[src/rtl/dac_pkg.sv]
package dac_pkg;

    localparam logic [7:0] ID_BYTE   = 8'h70;
    localparam logic [7:0] LOCK_BYTE = 8'hFF;

    typedef enum logic [1:0] {
        PORT_MASK = 2'd0,
        PORT_RIDX = 2'd1,
        PORT_WIDX = 2'd2,
        PORT_DATA = 2'd3
    } port_e;

    function automatic logic [5:0] depth_of(input logic [3:0] mode);
        case (mode)
            4'h2, 4'h3, 4'h8, 4'hA: depth_of = 6'd15;
            4'h4, 4'h9, 4'hE:       depth_of = 6'd24;
            4'h5, 4'h6, 4'hC:       depth_of = 6'd16;
            4'h7, 4'hD:             depth_of = 6'd32;
            default:                depth_of = 6'd8;
        endcase
    endfunction

    function automatic logic [2:0] div_of(input logic [3:0] mode);
        case (mode)
            4'h1:                                div_of = 3'd1;
            4'h9:                                div_of = 3'd3;
            4'h2, 4'h6, 4'h7, 4'h8, 4'hA, 4'hC:  div_of = 3'd4;
            4'h4, 4'hE:                          div_of = 3'd6;
            default:                             div_of = 3'd2;
        endcase
    endfunction

endpackage

[src/rtl/dac_unlock_seq.sv]
module dac_unlock_seq
    import dac_pkg::*;
#(
    parameter int CNT_MAX   = 5,
    parameter int UNLOCK_AT = 4,
    parameter int CW        = $clog2(CNT_MAX + 1)
) (
    input  logic          clk,
    input  logic          rst_n,
    input  logic          mask_rd,
    input  logic          mask_wr,
    input  logic          side_acc,
    input  logic [7:0]    wdata,
    output logic [CW-1:0] cnt,
    output logic          ext,
    output logic [7:0]    cmd,
    output logic [7:0]    mask_rdata
);

    localparam logic [CW-1:0] UNLOCK_V = CW'(UNLOCK_AT);
    localparam logic [CW-1:0] MAX_V    = CW'(CNT_MAX);

    typedef struct packed {
        logic [CW-1:0] cnt;
        logic          ext;
        logic [7:0]    cmd;
    } seq_t;

    seq_t st_d, st_q;
    logic [CW-1:0] nxt_cnt;

    always_comb begin
        st_d       = st_q;
        mask_rdata = 8'h00;
        nxt_cnt    = (st_q.cnt < MAX_V) ? st_q.cnt + CW'(1) : st_q.cnt;
        if (mask_rd) begin
            st_d.cnt = nxt_cnt;
            if (nxt_cnt == UNLOCK_V) begin
                mask_rdata = ID_BYTE;
                st_d.ext   = 1'b1;
            end
            if (nxt_cnt == MAX_V) begin
                mask_rdata = st_q.cmd;
                st_d.cnt   = '0;
            end
        end else if (mask_wr) begin
            if (wdata == LOCK_BYTE) begin
                st_d.cnt = '0;
                st_d.ext = 1'b0;
            end else if (st_q.cnt == UNLOCK_V) begin
                st_d.cmd = wdata;
            end
        end else if (side_acc) begin
            st_d.cnt = '0;
        end
    end

    always_ff @(posedge clk or negedge rst_n) begin
        if (!rst_n) st_q <= '0;
        else        st_q <= st_d;
    end

    assign cnt = st_q.cnt;
    assign ext = st_q.ext;
    assign cmd = st_q.cmd;

endmodule

[src/rtl/dac_index_ctrl.sv]
module dac_index_ctrl
    import dac_pkg::*;
#(
    parameter int IW = 8
) (
    input  logic          clk,
    input  logic          rst_n,
    input  logic          ext,
    input  logic [1:0]    sel,
    input  logic          rd,
    input  logic          wr,
    input  logic [7:0]    wdata,
    output logic [IW-1:0] rindex,
    output logic [IW-1:0] windex,
    output logic          tog,
    output logic          bank_we,
    output logic          bank_whi,
    output logic          bank_rhi
);

    typedef struct packed {
        logic [IW-1:0] rindex;
        logic [IW-1:0] windex;
        logic          tog;
    } idx_t;

    idx_t ix_d, ix_q;
    port_e port;

    assign port = port_e'(sel);

    always_comb begin
        ix_d     = ix_q;
        bank_we  = 1'b0;
        bank_whi = ix_q.tog;
        bank_rhi = ix_q.tog;
        if (rd && port == PORT_MASK) begin
            ix_d.tog = 1'b0;
        end else if (ext && rd) begin
            if (port == PORT_DATA) begin
                ix_d.tog = ~ix_q.tog;
                if (ix_q.tog) ix_d.rindex = ix_q.rindex + IW'(1);
            end
        end else if (ext && wr) begin
            case (port)
                PORT_RIDX: ix_d.rindex = IW'(wdata);
                PORT_WIDX: ix_d.windex = IW'(wdata);
                PORT_DATA: begin
                    bank_we  = 1'b1;
                    ix_d.tog = ~ix_q.tog;
                    if (ix_q.tog) ix_d.windex = ix_q.windex + IW'(1);
                end
                default: ;
            endcase
        end
    end

    always_ff @(posedge clk or negedge rst_n) begin
        if (!rst_n) ix_q <= '0;
        else        ix_q <= ix_d;
    end

    assign rindex = ix_q.rindex;
    assign windex = ix_q.windex;
    assign tog    = ix_q.tog;

endmodule

[src/rtl/dac_synth_bank.sv]
module dac_synth_bank #(
    parameter int DEPTH = 16,
    parameter int IW    = 8,
    parameter int RW    = 16,
    parameter int AW    = (DEPTH > 1) ? $clog2(DEPTH) : 1
) (
    input  logic          clk,
    input  logic          rst_n,
    input  logic          we,
    input  logic          whi,
    input  logic [IW-1:0] waddr,
    input  logic [7:0]    wdata,
    input  logic          rhi,
    input  logic [IW-1:0] raddr,
    output logic [7:0]    rdata
);

    localparam logic [IW:0] DEPTH_L = (IW+1)'(DEPTH);

    logic [RW-1:0] mem_d [DEPTH];
    logic [RW-1:0] mem_q [DEPTH];
    logic          w_ok, r_ok;
    logic [AW-1:0] wa, ra;

    assign w_ok = ({1'b0, waddr} < DEPTH_L);
    assign r_ok = ({1'b0, raddr} < DEPTH_L);
    assign wa   = AW'(waddr);
    assign ra   = AW'(raddr);

    always_comb begin
        for (int i = 0; i < DEPTH; i++) mem_d[i] = mem_q[i];
        if (we && w_ok) begin
            if (whi) mem_d[wa][15:8] = wdata;
            else     mem_d[wa][7:0]  = wdata;
        end
    end

    for (genvar g = 0; g < DEPTH; g++) begin : g_reg
        always_ff @(posedge clk or negedge rst_n) begin
            if (!rst_n) mem_q[g] <= '0;
            else        mem_q[g] <= mem_d[g];
        end
    end

    always_comb begin
        rdata = 8'h00;
        if (r_ok) rdata = rhi ? mem_q[ra][15:8] : mem_q[ra][7:0];
    end

endmodule

[src/rtl/dac_host_regs.sv]
module dac_host_regs
    import dac_pkg::*;
#(
    parameter int BANK_DEPTH = 16,
    parameter int IDX_W      = 8,
    parameter int CNT_MAX    = 5,
    parameter int UNLOCK_AT  = 4
) (
    input  logic       clk,
    input  logic       rst_n,
    input  logic [1:0] port_sel,
    input  logic       rd_en,
    input  logic       wr_en,
    input  logic [7:0] wr_data,
    output logic [7:0] rd_data,
    output logic       pal_strobe,
    output logic [7:0] cmd_out,
    output logic [5:0] pix_bpp,
    output logic [2:0] clk_div_x2
);

    localparam int CW = $clog2(CNT_MAX + 1);

    port_e            port;
    logic             is_mask, side_acc;
    logic [CW-1:0]    seq_cnt;
    logic             seq_ext;
    logic [7:0]       seq_rdata;
    logic [IDX_W-1:0] rindex, windex;
    logic             idx_tog, bank_we, bank_whi, bank_rhi;
    logic [7:0]       bank_rdata;

    assign port     = port_e'(port_sel);
    assign is_mask  = (port == PORT_MASK);
    assign side_acc = (rd_en || wr_en) && !is_mask;

    dac_unlock_seq #(
        .CNT_MAX   (CNT_MAX),
        .UNLOCK_AT (UNLOCK_AT),
        .CW        (CW)
    ) u_seq (
        .clk        (clk),
        .rst_n      (rst_n),
        .mask_rd    (rd_en && is_mask),
        .mask_wr    (wr_en && !rd_en && is_mask),
        .side_acc   (side_acc),
        .wdata      (wr_data),
        .cnt        (seq_cnt),
        .ext        (seq_ext),
        .cmd        (cmd_out),
        .mask_rdata (seq_rdata)
    );

    dac_index_ctrl #(
        .IW (IDX_W)
    ) u_idx (
        .clk      (clk),
        .rst_n    (rst_n),
        .ext      (seq_ext),
        .sel      (port_sel),
        .rd       (rd_en),
        .wr       (wr_en),
        .wdata    (wr_data),
        .rindex   (rindex),
        .windex   (windex),
        .tog      (idx_tog),
        .bank_we  (bank_we),
        .bank_whi (bank_whi),
        .bank_rhi (bank_rhi)
    );

    dac_synth_bank #(
        .DEPTH (BANK_DEPTH),
        .IW    (IDX_W)
    ) u_bank (
        .clk   (clk),
        .rst_n (rst_n),
        .we    (bank_we),
        .whi   (bank_whi),
        .waddr (windex),
        .wdata (wr_data),
        .rhi   (bank_rhi),
        .raddr (rindex),
        .rdata (bank_rdata)
    );

    always_comb begin
        rd_data = 8'h00;
        case (port)
            PORT_MASK: rd_data = seq_rdata;
            PORT_RIDX: if (seq_ext) rd_data = 8'(rindex);
            PORT_WIDX: if (seq_ext) rd_data = 8'(windex);
            PORT_DATA: if (seq_ext) rd_data = bank_rdata;
            default: ;
        endcase
    end

    assign pal_strobe = side_acc && !seq_ext;
    assign pix_bpp    = depth_of(cmd_out[7:4]);
    assign clk_div_x2 = div_of(cmd_out[7:4]);

endmodule

[config.mk]
export PLATFORM = sky130hd
export DESIGN_NAME = dac_host_regs
export DESIGN_NICKNAME = d
export VERILOG_FILES = /design/src/rtl/dac_pkg.sv /design/src/rtl/dac_unlock_seq.sv /design/src/rtl/dac_index_ctrl.sv /design/src/rtl/dac_synth_bank.sv /design/src/rtl/dac_host_regs.sv
export SDC_FILE = /design/constraint.sdc
export NUM_CORES = 1
export LEC_CHECK = 0
export ABC_CLOCK_PERIOD_IN_PS = 5950
export CELL_PAD_IN_SITES_DETAIL_PLACEMENT = 2
export CELL_PAD_IN_SITES_GLOBAL_PLACEMENT = 2
export CORE_ASPECT_RATIO = 1.75
export CORE_UTILIZATION = 49
export DETAILED_ROUTE_END_ITERATION = 12
export HOLD_SLACK_MARGIN = 0.08
export PLACE_DENSITY = 0.83
export SLEW_MARGIN = 20
export SYNTH_ARGS = -nofsm -noshare
export SYNTH_HDL_FRONTEND = slang
export SYNTH_HIERARCHICAL = 1
export SYNTH_SLANG_ARGS = --single-unit
[constraint.sdc]
create_clock -name clk -period 5.95 [get_ports clk]
set_input_delay 1.19 -clock clk [delete_from_list [all_inputs] [get_ports clk]]
set_output_delay 1.19 -clock clk [all_outputs]
set_load 0.01 [all_outputs]
; Word-level counts from Yosys, hierarchy flattened
; Memory sizes are Yosys's and may differ from the RTL's.
; Cells that the tools add are included.
[op_classes]
n_addsub = 3
n_lt_le_gt_ge = 6
n_eq_ne = 12
n_mux = 43
bitwise = 6
reduce_logical = 26
[ops]
columns = op, count
row1 = $bwmux 256, 2
row2 = $mux 256, 1
row3 = $demux 16 s4, 2
row4 = $mux 8, 15
row5 = $bmux 16 s4, 1
row6 = $mux 16, 3
row7 = $pmux 8 s4, 1
row8 = $mux 17, 1
row9 = $add 8x1->8 const B, 2
row10 = $lt 8x5->1 const B, 2
row11 = $pmux 8 s2, 1
row12 = $mux 3, 4
row13 = $ge 5x5->1 const B, 2
row14 = $not 4->5, 2
row15 = $reduce_and 5->1, 2
row16 = $reduce_bool 2->1, 5
row17 = $eq 3x3->1 const B, 3
row18 = $logic_and 1x1->1, 9
row19 = $mux 9, 1
row20 = $eq 8x8->1 const B, 1
row21 = $mux 1, 8
row22 = $mux 4, 2
row23 = $mux 7, 1
row24 = $reduce_bool 3->1, 2
row25 = other kinds (15), 23
[word_totals]
register_bits = 285
mem_bits_ro = 144
inputBits = 14
output_inout_bits = 26
elab_cells = 120
n_memories = 2
[mem_list]
columns = memory, depth, width, rd, rd_clocked_by_memory_dff, write_ports, line_no
row1 = (name not given), 16, 6, 1, 0, 0, dac_pkg.sv:14  ; case (mode)
row2 = (name not given), 16, 3, 1, 0, 0, dac_pkg.sv:24  ; case (mode)

; Longest topological paths before layout
[logic_depth]
ltp_word = 8
mapped_depth = 9
ltp_nobuf = 8

; Hierarchy
; The synthesis kept the hierarchy.
[modules_own_cells]
columns = mod, instances, cells_each, area_each_um2, seq_area_each_um2
row1 = dac_synth_bank, 1, 758, 11930.2, 6406.1
row2 = dac_index_ctrl, 1, 124, 1097.3, 425.4
row3 = dac_unlock_seq, 1, 67, 695.7, 300.3
row4 = dac_host_regs, 1, 74, 591.8, 0.0

; Worst setup path after synthesis
; Ideal clock, no wire load.
[synth_timing]
path_type = input -> output
startpoint = input port port_sel[0]
endpoint = output port rd_data[0]
arrival_time_ns = 2.693
required_time_ns = 4.760
setup_slack_ns = 2.067
stages = 8
path_buffers = 2
path_cell_list = buf_6 buf_12 nor3b_1 inv_1 nor2_1 and2_1 or3b_1 o221ai_1
[synth_via]
elab_chain_cells = 4
word_cells_on_any_way = 7
classes_between = eq/ne: 3 / mux: 2 / reduce/logical: 2
[synth_lines]
columns = item, line_no
row1 = start: declaration, dac_host_regs.sv:11  ; input logic [1:0] port_sel,
row2 = $logic_not 2->1, dac_host_regs.sv:34  ; assign is_mask = (port == PORT_MASK);
row3 = $logic_and 1x1->1, dac_host_regs.sv:44  ; .mask_rd (rd_en && is_mask),
row4 = $mux 8, dac_unlock_seq.sv:36  ; if (mask_rd) begin
row5 = via seq_rdata[0], dac_host_regs.sv:28  ; logic [7:0] seq_rdata;
row6 = $pmux 8 s4, dac_host_regs.sv:89  ; case (port)
row7 = end: declaration, dac_host_regs.sv:15  ; output logic [7:0] rd_data,
; The timed path passes the listed nets, and every way through them passes these cells.

; Worst setup path after layout
[layout_timing]
startpoint = register u_idx.ix_q (netlist bit u_idx/rindex[0])
endpoint = output port rd_data[2]
[layout_via]
elab_chain_cells = 8
word_cells_on_any_way = 9
classes_between = order compare: 1 / mux: 7 / bitwise: 1
[layout_lines]
columns = item, line_no
row1 = start: declaration, dac_index_ctrl.sv:27  ; idx_t ix_d, ix_q;
row2 = start signal: assignment, dac_index_ctrl.sv:60  ; else ix_q <= ix_d;
row3 = $not 4->5 (implied by the code), dac_synth_bank.sv:47  ; if (r_ok) rdata = rhi ? mem_q[ra][15:8] : mem_q[ra][7:0];
row4 = $bmux 16 s4, dac_synth_bank.sv:47
row5 = $mux 16 (implied by the code) (2 in series), dac_synth_bank.sv:47
row6 = $mux 8, dac_synth_bank.sv:47
row7 = $mux 8 *, dac_synth_bank.sv:47
row8 = via bank_rdata[2], dac_host_regs.sv:31  ; logic [7:0] bank_rdata;
row9 = $mux 8 *, dac_host_regs.sv:93  ; PORT_DATA: if (seq_ext) rd_data = bank_rdata;
row10 = $pmux 8 s4 *, dac_host_regs.sv:89
; The timed path passes the listed nets; every way through them passes the cells marked *. The select of a mux whose other input is x is not followed.

==> metrics.txt <==
# TYPE chip_impl_metric gauge
chip_impl_metric{name="setup-violations-final",unit=""} 0
chip_impl_info{name="hold_path.class",value="reg -> reg"} 1
chip_impl_metric{name="port_buffers",unit=""} 39
chip_impl_metric{name="floorplan.initialDensity",unit="%"} 50.0
chip_impl_metric{name="clk-insertion-delay-late",unit="ns"} 0.55
chip_impl_info{name="timing.hold.worst_endpoint",value="u_bank/mem_q[51]"} 1
chip_impl_metric{name="detailedPlacementHpwl",unit="um"} 28100
chip_impl_metric{name="footprint_of_the_multi_input_gates",unit="um^2"} 6770
chip_impl_metric{name="grtUsageTotal",unit="%"} 30.5
chip_impl_metric{name="cts_max_path_buffers",unit=""} 3
chip_impl_metric{name="post_cts_hold_buffer_count",unit=""} 0
chip_impl_metric{name="global_route.usage.met3",unit="%"} 2.87
chip_impl_metric{name="transition_time_at_the_pin_with_the_least_slew_margin",unit="ns"} 1.02
chip_impl_metric{name="timing.fmax",unit="MHz"} 186
chip_impl_metric{name="detail_route.first_pass.iterations",unit=""} 5
chip_impl_metric{name="vdd_drop_max",unit="V"} 0.000249
chip_impl_metric{name="power.combinational.fraction",unit="%"} 8.9
chip_impl_metric{name="vias_per_cell",unit=""} 6.43
chip_impl_metric{name="numClockSinks",unit=""} 285
chip_impl_metric{name="drt_wl_total",unit="um"} 44000
chip_impl_metric{name="clk_pin_slew",unit="ns"} 0.06
chip_impl_metric{name="n_fill_cell",unit=""} 2560
chip_impl_metric{name="cts_max_level",unit=""} 1
chip_impl_info{name="critPathKind",value="reg -> out"} 1
chip_impl_info{name="path_cells",value="buf_4 > nor2_1 > a221oi_1 > o21ai_0 > a31oi_1 > mux2i_1 > o221ai_1 > clkdlybuf4s50_1"} 1
chip_impl_metric{name="worst_path_largest_cell_delay",unit="ns"} 1.01
chip_impl_info{name="clock_tree_from_tritoncts",value="done"} 1
chip_impl_metric{name="antenna_found_initial",unit=""} 0
chip_impl_metric{name="power.net_switching",unit="uW"} 1050
chip_impl_info{name="crit_family",value="compound AO/OA/AOI/OAI gates"} 1
chip_impl_metric{name="die_w",unit="um"} 131
chip_impl_metric{name="place.gp.congestion",unit=""} 0.842
chip_impl_metric{name="post-route-drc-count",unit=""} 0
chip_impl_metric{name="row_count",unit=""} 82
chip_impl_metric{name="power.internal",unit="uW"} 3070
chip_impl_metric{name="swShare",unit="%"} 25.4
chip_impl_metric{name="grt_first_pass_wirelength",unit="um"} 68800
chip_impl_metric{name="post_cts_resize_count",unit=""} 0
chip_impl_metric{name="timing.reg2reg.worst_path_depth",unit=""} 8
chip_impl_metric{name="clock_buffers_created_by_tritoncts",unit=""} 28
chip_impl_metric{name="critical_path_buf_inv_count",unit=""} 2
chip_impl_metric{name="setup_tns",unit="ns"} 0
chip_impl_metric{name="slew_headroom",unit="%"} 32.1
chip_impl_info{name="globalRoute.busiestLayer",value="met2"} 1
chip_impl_metric{name="fin_skew",unit="ns"} 0.0136
chip_impl_metric{name="route.antenna.remaining_nets",unit=""} 0
chip_impl_metric{name="antennaDiodeCount",unit=""} 0
chip_impl_metric{name="leakagePower",unit="uW"} 0.00740
chip_impl_metric{name="wire_per_inst",unit="um"} 30.6
chip_impl_metric{name="holdWs",unit="ns"} 0.499
chip_impl_metric{name="min_period_over_period",unit="%"} 90.3
chip_impl_metric{name="critPathRequiredTime",unit="ns"} 4.76
chip_impl_info{name="timing.critical_path.slowest_stage_cell",value="sky130_fd_sc_hd__dfrtp_1"} 1
chip_impl_metric{name="first_global_vias",unit=""} 10781
chip_impl_metric{name="synthesis.instances",unit=""} 1022
chip_impl_metric{name="final_hold_viol_count",unit=""} 0
chip_impl_metric{name="share_seq_of_total_power",unit="%"} 48.8
chip_impl_info{name="run_status",value="completed"} 1
chip_impl_metric{name="grt_start_max_net_pins",unit=""} 151
chip_impl_metric{name="timing.critical_path.fanout_max",unit=""} 15
chip_impl_metric{name="timing.max_cap.violations",unit=""} 0
chip_impl_metric{name="sequential_cell_area",unit="um^2"} 7140
chip_impl_info{name="cp-end-kind",value="primary output"} 1
chip_impl_metric{name="yosys_warnings",unit=""} 6
chip_impl_metric{name="die-height",unit="um"} 228
chip_impl_metric{name="design.core.area",unit="um^2"} 28600
chip_impl_metric{name="grt.overflow.total",unit=""} 0
chip_impl_info{name="regToRegEndpoint",value="u_bank/mem_q[185]"} 1
chip_impl_metric{name="drt_iter0_drc",unit=""} 587
chip_impl_metric{name="grtUsageMet2",unit="%"} 55.4
chip_impl_metric{name="dr_total_vias",unit=""} 9247
chip_impl_metric{name="gr_layer_usage_met1",unit="%"} 35.2
chip_impl_metric{name="slew_violations",unit=""} 0
chip_impl_metric{name="critPathArrivalTime",unit="ns"} 4.18
chip_impl_metric{name="power.clock.fraction",unit="%"} 42.2
chip_impl_info{name="hold_path.startpoint",value="u_bank/mem_q[51]"} 1
chip_impl_info{name="worst_r2r_startpoint",value="u_seq/ext"} 1
chip_impl_metric{name="design.final.nets",unit=""} 1065
chip_impl_metric{name="ff2ff_setup_slack",unit="ns"} 2.25
chip_impl_metric{name="count_of_buffers_added_by_post_cts_timing_repair_for_setup",unit=""} 0
chip_impl_metric{name="synth_area",unit="um^2"} 14300
chip_impl_metric{name="area_growth",unit="%"} 11.2
chip_impl_metric{name="num_io_pins",unit=""} 40
chip_impl_metric{name="mappedNetlistNets",unit=""} 1047
chip_impl_metric{name="fin_crit",unit="ns"} 5.37
chip_impl_info{name="cts_root_buffer",value="sky130_fd_sc_hd__clkbuf_16"} 1
chip_impl_metric{name="die_area",unit="um^2"} 29900
chip_impl_info{name="grt_setup_unrepaired",value="false"} 1
chip_impl_metric{name="synth_area_per_cell",unit="um^2"} 14.0
chip_impl_metric{name="layout_cells_sized_above_1",unit="%"} 39.5
chip_impl_info{name="worstSetupStartpointType",value="flop"} 1
chip_impl_metric{name="power_density_over_cell_area",unit="nW/um^2"} 259
chip_impl_metric{name="worstHoldPathCells",unit=""} 1
-- flip-flops by register name, summed over array words and instances, names as in the netlist --
register,flops
u_seq/cnt,3
u_seq/cmd,8
u_bank/mem_q,256
u_seq/ext,1
u_idx/windex,8
u_idx/rindex,8
u_idx/bank_rhi,1
-- layout make-up --
type                            instances  share of cell area, %
Tap cell                              378                   2.97
Sequential cell                       285                   44.9
Timing Repair Buffer                   63                   3.85
Multi-Input combinational cell        653                   42.6
Clock buffer                           43                   5.14
Inverter                                9                  0.212
Clock inverter                          6                  0.370
-- power by group through the flow --
stage          Combinational (uW)  Sequential [uW]  Clock, uW
6_report                      369             2010       1740
5_1_grt                       391             2020       1850
4_1_cts                       371             2010       1790
3_5_place_dp                  363             2050          0
3_3_place_gp                  349             2050          0
2_1_floorplan                 219             2010          0
-- layer usage --
layer / routed length, um / share of wire [%]
met3: 1310 / 3.0
met2: 24000 / 54
met4: 2380 / 5.4
met1: 16300 / 37
met5: 0 / 0
-- per-stage QoR --
step | worst slack [ns] | instances | total power, uW | area (um^2) | util (%)
6_report | 0.579 | 1437 | 4120 | 15900 | 55.6
3_3_place_gp | 1.06 | 1388 | 2390 | 15000 | 52.5
3_5_place_dp | 0.941 | 1388 | 2410 | 15000 | 52.5
4_1_cts | 0.557 | 1437 | 4170 | 15900 | 55.6
5_1_grt | 0.457 | 1437 | 4250 | 15900 | 55.6
2_1_floorplan | 2.07 | 1022 | 2230 | 14300 | -
-- placed cells by master, fill, tap and decap left out, types with 9 or more instances in the layout --
cell and n:
sky130_fd_sc_hd__o21ai_0 14, sky130_fd_sc_hd__clkbuf_16 29, sky130_fd_sc_hd__nand2_1 43, sky130_fd_sc_hd__mux4_2 57, sky130_fd_sc_hd__dfrtp_1 283, sky130_fd_sc_hd__mux2_2 258, sky130_fd_sc_hd__a22o_1 9, sky130_fd_sc_hd__o21ai_1 9
sky130_fd_sc_hd__clkbuf_1 10, sky130_fd_sc_hd__nand2b_1 10, sky130_fd_sc_hd__nor2b_1 9, sky130_fd_sc_hd__buf_4 21, sky130_fd_sc_hd__a21oi_1 9, sky130_fd_sc_hd__or3b_1 9, sky130_fd_sc_hd__clkdlybuf4s50_1 38, sky130_fd_sc_hd__ha_1 11
sky130_fd_sc_hd__nor3_4 10, sky130_fd_sc_hd__a31oi_1 15, sky130_fd_sc_hd__mux2i_1 43, sky130_fd_sc_hd__nor2_1 29
-- how the worst max path moves through the flow --
stage / startpoint / end / slack, ns / depth (start not counted)
floorplan: port_sel[0] / rd_data[0] / 2.07 / 8
global placement: rd_en / rd_data[3] / 1.06 / 9
detailed placement: rd_en / rd_data[2] / 0.94 / 9
CTS: u_idx/rindex[0] / rd_data[2] / 0.56 / 8
global route: u_idx/rindex[0] / rd_data[2] / 0.46 / 8
finish: u_idx/rindex[0] / rd_data[2] / 0.58 / 8
No activity file was read; power rests on OpenSTA's default activity.
